<file path="config.mk">
export PLATFORM = sky130hd
export DESIGN_NAME = sram_bridge
export DESIGN_NICKNAME = d
export VERILOG_FILES = /design/src/rtl/sram_bridge_pkg.sv /design/src/rtl/sram_phase_timer.sv /design/src/rtl/sram_seq.sv /design/src/rtl/sram_lane_ctrl.sv /design/src/rtl/sram_bridge.sv
export SDC_FILE = /design/constraint.sdc
export NUM_CORES = 1
export LEC_CHECK = 0
export CORE_ASPECT_RATIO = 0.9
export CORE_MARGIN = 2
export CORE_UTILIZATION = 44
export DETAILED_ROUTE_END_ITERATION = 8
export MAX_ROUTING_LAYER = met4
export PLACE_DENSITY = 0.89
export SKIP_LAST_GASP = 1
export SYNTH_ARGS = -nofsm -noshare
export SYNTH_HDL_FRONTEND = slang
export SYNTH_SLANG_ARGS = --single-unit
</file>
<file path="constraint.sdc">
create_clock -name clk -period 3.5 [get_ports clk]
set_input_delay 0.7 -clock clk [delete_from_list [all_inputs] [get_ports clk]]
set_output_delay 0.7 -clock clk [all_outputs]
set_load 0.1 [all_outputs]
</file>
<file path="src/rtl/sram_bridge_pkg.sv">
package sram_bridge_pkg;
  typedef enum logic [1:0] {
    PH_IDLE    = 2'd0,
    PH_SETUP   = 2'd1,
    PH_STROBE  = 2'd2,
    PH_RECOVER = 2'd3
  } phase_e;

  function automatic int unsigned max_of4(input int unsigned a, b, c, d);
    int unsigned m;
    m = a;
    if (b > m) m = b;
    if (c > m) m = c;
    if (d > m) m = d;
    return m;
  endfunction
endpackage

</file>
<file path="src/rtl/sram_phase_timer.sv">
module sram_phase_timer #(
  parameter int CW = 3
) (
  input  logic          clk,
  input  logic          rst_n,
  input  logic          load,
  input  logic [CW-1:0] load_val,
  output logic          expired
);
  logic [CW-1:0] cnt;

  always_ff @(posedge clk or negedge rst_n) begin
    if (!rst_n)             cnt <= '0;
    else if (load)          cnt <= load_val;
    else if (cnt != '0)     cnt <= cnt - 1'b1;
  end

  assign expired = (cnt == '0);
endmodule

</file>
<file path="src/rtl/sram_seq.sv">
module sram_seq
  import sram_bridge_pkg::*;
#(
  parameter int SETUP_CYC     = 1,
  parameter int WR_STROBE_CYC = 6,
  parameter int RD_STROBE_CYC = 7,
  parameter int RECOVER_CYC   = 3
) (
  input  logic   clk,
  input  logic   rst_n,
  input  logic   start,
  input  logic   start_empty,
  input  logic   op_write,
  output phase_e phase,
  output logic   strobe_last,
  output logic   done
);
  localparam int MAXC = int'(max_of4(SETUP_CYC, WR_STROBE_CYC, RD_STROBE_CYC, RECOVER_CYC));
  localparam int CW   = $clog2(MAXC + 1);
  localparam logic [CW-1:0] LV_SETUP = CW'(SETUP_CYC - 1);
  localparam logic [CW-1:0] LV_WR    = CW'(WR_STROBE_CYC - 1);
  localparam logic [CW-1:0] LV_RD    = CW'(RD_STROBE_CYC - 1);
  localparam logic [CW-1:0] LV_RCV   = CW'(RECOVER_CYC - 1);

  phase_e        phase_nx;
  logic          load;
  logic [CW-1:0] load_val;
  logic          expired;

  sram_phase_timer #(.CW(CW)) u_timer (
    .clk      (clk),
    .rst_n    (rst_n),
    .load     (load),
    .load_val (load_val),
    .expired  (expired)
  );

  always_comb begin
    phase_nx = phase;
    load     = 1'b0;
    load_val = '0;
    unique case (phase)
      PH_IDLE: if (start) begin
        load = 1'b1;
        if (start_empty) begin
          phase_nx = PH_RECOVER;
          load_val = LV_RCV;
        end else begin
          phase_nx = PH_SETUP;
          load_val = LV_SETUP;
        end
      end
      PH_SETUP: if (expired) begin
        phase_nx = PH_STROBE;
        load     = 1'b1;
        load_val = op_write ? LV_WR : LV_RD;
      end
      PH_STROBE: if (expired) begin
        phase_nx = PH_RECOVER;
        load     = 1'b1;
        load_val = LV_RCV;
      end
      PH_RECOVER: if (expired) phase_nx = PH_IDLE;
      default: phase_nx = PH_IDLE;
    endcase
  end

  always_ff @(posedge clk or negedge rst_n) begin
    if (!rst_n) begin
      phase <= PH_IDLE;
      done  <= 1'b0;
    end else begin
      phase <= phase_nx;
      done  <= (phase == PH_RECOVER) && expired;
    end
  end

  assign strobe_last = (phase == PH_STROBE) && expired;
endmodule

</file>
<file path="src/rtl/sram_lane_ctrl.sv">
module sram_lane_ctrl #(
  parameter int LANES  = 2,
  parameter int LANE_W = 8
) (
  input  logic                    clk,
  input  logic                    rst_n,
  input  logic                    active,
  input  logic                    capture,
  input  logic [LANES-1:0]        mask,
  input  logic [LANES*LANE_W-1:0] dq_in,
  output logic [LANES-1:0]        be_n,
  output logic [LANES*LANE_W-1:0] rd_word
);
  for (genvar g = 0; g < LANES; g++) begin : g_lane
    assign be_n[g] = ~(active & mask[g]);

    always_ff @(posedge clk or negedge rst_n) begin
      if (!rst_n)
        rd_word[g*LANE_W +: LANE_W] <= '0;
      else if (capture)
        rd_word[g*LANE_W +: LANE_W] <= mask[g] ? dq_in[g*LANE_W +: LANE_W] : '0;
    end
  end
endmodule

</file>
<file path="src/rtl/sram_bridge.sv">
module sram_bridge
  import sram_bridge_pkg::*;
#(
  parameter int ADDR_W        = 17,
  parameter int LANES         = 2,
  parameter int LANE_W        = 8,
  parameter int SETUP_CYC     = 1,
  parameter int WR_STROBE_CYC = 6,
  parameter int RD_STROBE_CYC = 7,
  parameter int RECOVER_CYC   = 3
) (
  input  logic                    clk,
  input  logic                    rst_n,
  input  logic                    req_valid,
  output logic                    req_ready,
  input  logic                    req_write,
  input  logic [ADDR_W-1:0]       req_addr,
  input  logic [LANES*LANE_W-1:0] req_wdata,
  input  logic [LANES-1:0]        req_mask,
  output logic                    ack,
  output logic                    rd_valid,
  output logic [LANES*LANE_W-1:0] rd_data,
  output logic [ADDR_W-1:0]       mem_addr,
  output logic                    mem_ce_n,
  output logic                    mem_we_n,
  output logic                    mem_oe_n,
  output logic [LANES-1:0]        mem_be_n,
  output logic [LANES*LANE_W-1:0] mem_dq_out,
  output logic                    mem_dq_oe,
  input  logic [LANES*LANE_W-1:0] mem_dq_in
);
  localparam int DATA_W = LANES * LANE_W;

  phase_e              phase;
  logic                accept;
  logic                strobe_last;
  logic                wr_q;
  logic [ADDR_W-1:0]   addr_q;
  logic [DATA_W-1:0]   wdata_q;
  logic [LANES-1:0]    mask_q;
  logic                sel_active;
  logic                in_strobe;

  assign req_ready = (phase == PH_IDLE);
  assign accept    = req_valid && req_ready;

  always_ff @(posedge clk or negedge rst_n) begin
    if (!rst_n) begin
      wr_q    <= 1'b0;
      addr_q  <= '0;
      wdata_q <= '0;
      mask_q  <= '0;
    end else if (accept) begin
      wr_q    <= req_write;
      addr_q  <= req_addr;
      wdata_q <= req_wdata;
      mask_q  <= req_mask;
    end
  end

  sram_seq #(
    .SETUP_CYC     (SETUP_CYC),
    .WR_STROBE_CYC (WR_STROBE_CYC),
    .RD_STROBE_CYC (RD_STROBE_CYC),
    .RECOVER_CYC   (RECOVER_CYC)
  ) u_seq (
    .clk         (clk),
    .rst_n       (rst_n),
    .start       (accept),
    .start_empty (req_mask == '0),
    .op_write    (wr_q),
    .phase       (phase),
    .strobe_last (strobe_last),
    .done        (ack)
  );

  assign in_strobe  = (phase == PH_STROBE);
  assign sel_active = (phase == PH_SETUP) || in_strobe;

  sram_lane_ctrl #(.LANES(LANES), .LANE_W(LANE_W)) u_lanes (
    .clk     (clk),
    .rst_n   (rst_n),
    .active  (sel_active),
    .capture (strobe_last && !wr_q),
    .mask    (mask_q),
    .dq_in   (mem_dq_in),
    .be_n    (mem_be_n),
    .rd_word (rd_data)
  );

  always_ff @(posedge clk or negedge rst_n) begin
    if (!rst_n) rd_valid <= 1'b0;
    else        rd_valid <= strobe_last && !wr_q;
  end

  assign mem_addr   = addr_q;
  assign mem_ce_n   = ~sel_active;
  assign mem_we_n   = ~(in_strobe && wr_q);
  assign mem_oe_n   = ~(in_strobe && !wr_q);
  assign mem_dq_oe  = in_strobe && wr_q;
  assign mem_dq_out = wdata_q;
endmodule

</file>
==> flow_metrics.py <==
metrics = {
    "clocking": {
        "cts_buffers": 9,
        "cts.htree.levels": 3,
        "clk_latency_ns": 0.32,
        "clk_path_buf_depth": 2,
        "postCtsSetupRepairBufs": 0,
        "cts_tree": "yes",
        "root_buffer": "clkbuf_8",
        "cts.sinks": 59,
        "holdBufCountCts": 0,
        "clk_pin_slew_worst_paths_ns": 0.06,
        "cts_resized": 0,
    },
    "finish": {
        "syn2layout_area_growth_pct": 53.5,
        "nNetsFinal": 379,
        "antenna_cells": 0,
        "layout.cells.non_filler": 388,
        "drive_gt1_frac": 0.193,
        "fill_cells": 393,
    },
    "routing": {
        "num_vias": 1850,
        "dr.first_iter.drc_count": 65,
        "first_pass_iters": 4,
        "wl_per_cell_um": 13.9,
        "vias_per_cell": 4.77,
        "drc_errors": 0,
        "antenna_left": 0,
        "routed_wl_um": 5380,
    },
    "grt": {
        "grt_max_degree": 45,
        "antenna_found_initial": 0,
        "grt_usage": 0.181,
        "grt_remaining_overflow": 0,
        "grt_pass1_vias": 1806,
        "grt_pass1_wl_um": 8450,
    },
    "logic_synthesis": {
        "yosysTopAreaCellShare": 0.600,
        "synth_seq_area_share": 0.600,
        "synth_most_common_cell": "dfrtp_1",
        "yosysTopAreaCell": "dfrtp_1",
        "ys_top_cells_by_count": "59 x dfrtp_1, 41 x nand2_1, 36 x mux2_2",
        "ys_seq_elements": 59,
        "synth_flop_cell": "dfrtp_1",
        "synth_fp_nets": 264,
        "ys_top_cells_by_area": "dfrtp_1 60%, mux2_2 16%, nand2_1 6.3%",
        "yosysWarningCount": 0,
        "avgSynthCellArea_um2": 12.2,
        "syn_area_um2": 2460,
        "yosysUniqueCellTypes": 23,
        "async_flop_share": 1.00,
        "synth_cells": 202,
        "synth_edf_count": 0,
    },
    "worst_setup_path": {
        "path_cells": "clkdlybuf4s50_1",
        "cp.required_ns": 2.80,
        "endpoint_kind": "primary output",
        "slowest_stage": "clkdlybuf4s50_1",
        "crit_path_start_kind": "flop",
        "cp_top_family": "buffers and inverters",
        "critical_path_class": "flop to primary output",
        "critPathMaxStageDelay_ns": 1.16,
        "critPathArrivalTime_ns": 1.83,
        "crit_fanout": 2,
        "path_buf_inv": 1,
    },
    "hold_path": {
        "hold_path.class": "flop to flop",
    },
    "sta": {
        "fmax_mhz": 395,
        "period_needed_ns": 2.53,
        "drv_slew": 0,
        "hold_viol": 0,
        "setup_violations": 0,
        "relSlewSlack": 0.325,
        "post-route-period-util": 0.723,
        "tightest_slew_ns": 1.01,
        "grt_setup_unrepaired": "no",
        "setup_tns_ns": 0,
        "skew_ns": 0.00334,
    },
    "floorplanning": {
        "die_h_um": 75.0,
        "row_count": 25,
        "initial_core_util": 0.463,
        "dieArea_um2": 6210,
        "fp.coreArea_um2": 5320,
        "die_w_um": 82.9,
        "num_io_pins": 113,
    },
    "place": {
        "dp_cells": 373,
        "place.gp.congestion": 0.807,
        "port_buffers": 112,
        "dpl.hpwl_um": 3950,
    },
    "status": {
        "outcome": "completed",
    },
    "job": {
        "drv_cap": 0,
    },
}
[flip-flops by register name, indices dropped and copies added, names as in the netlist]
name / count
rd_valid: 1
mask_q: 2
mem_addr: 17
wr_q: 1
u_seq.done: 1
u_lanes.rd_word: 16
u_seq.u_timer.cnt: 3
u_seq.phase: 2
mem_dq_out: 16
[layout by cell type (no fill, tap or decap), drive strengths merged]
| cell | n |
|---|---|
| a21oi | 5 |
| nor3 | 2 |
| clkdlybuf4s50 | 104 |
| nor2b | 1 |
| nand2 | 41 |
| o21ai | 18 |
| and2 | 1 |
| nand3 | 1 |
| mux2 | 36 |
| nor2 | 3 |
| clkinv | 2 |
| inv | 9 |
| o32a | 1 |
| o32ai | 1 |
| ha | 7 |
| dfrtp | 59 |
| o22ai | 2 |
| mux2i | 3 |
| nand2b | 1 |
| xnor2 | 1 |
| clkbuf | 13 |
| nand3b | 1 |
| buf | 9 |
[worst min-delay path, cell delays in order, from the launching register on]
cell and delay, ns:
dfrtp_1 0.34, nand2_1 0.05, o21ai_0 0.06
[worst paths after layout]
check | end | start | slack [ns] | depth (start not counted)
max | rd_data[12] | u_lanes.rd_word[12] | 0.97 | 1
min | u_lanes.rd_word[0] | u_lanes.rd_word[0] | 0.48 | 2
max reg2reg | u_seq.u_timer.cnt[1] | u_seq.phase[0] | 1.43 | 5
min reg2reg | u_lanes.rd_word[0] | u_lanes.rd_word[0] | 0.48 | 2
max in group asynchronous | mem_dq_out[15] | rst_n | 2.19 | 2
min in group asynchronous | u_seq.done | rst_n | 0.54 | 1
[cells by family (layout without fill, tap and decap cells)]
logic type	count (synthesis)	count (layout)	synth area share
buffers and inverters	18	137	0.0361
AO/OA/AOI/OAI	27	27	0.0594
flip-flops	59	59	0.600
adder cells (fa/ha/maj)	7	7	0.0356
AND/OR/NAND/NOR	51	51	0.0889
multiplexers	39	39	0.177
XOR/XNOR	1	1	0.00356
[routing by layer]
layer / vias to the layer above / track usage / routed length [um]
met5: - / - / 0
met4: 0 / 0.0747 / 63
met3: 8 / 0.0779 / 427
met2: 79 / 0.283 / 2640
met1: 854 / 0.208 / 2240
li1: 909 / - / -
[stage by stage]
step / hold slack, ns / util / cell area (um^2) / setup WS (ns)
floorplan: 0.404 / - / 2460 / 0.601
global placement: 0.464 / 0.677 / 3600 / 1.03
detailed placement: 0.474 / 0.677 / 3600 / 1.00
CTS: 0.488 / 0.711 / 3780 / 0.949
global route: 0.506 / 0.711 / 3780 / 0.914
finish: 0.482 / 0.711 / 3780 / 0.971
[layout make-up]
class,count,area (um^2),area share
inverter,9,33.8,0.00894
sequential,59,1480,0.391
clock buffer,13,169,0.0447
multi-input combinational,125,900,0.238
tap,67,83.8,0.0222
clock inverter,2,10.0,0.00265
timing repair buffer,113,1110,0.293
Power is left out: the tool's default activity adds up to more than one toggle a clock period on the data nets, which glitch-free logic cannot reach.
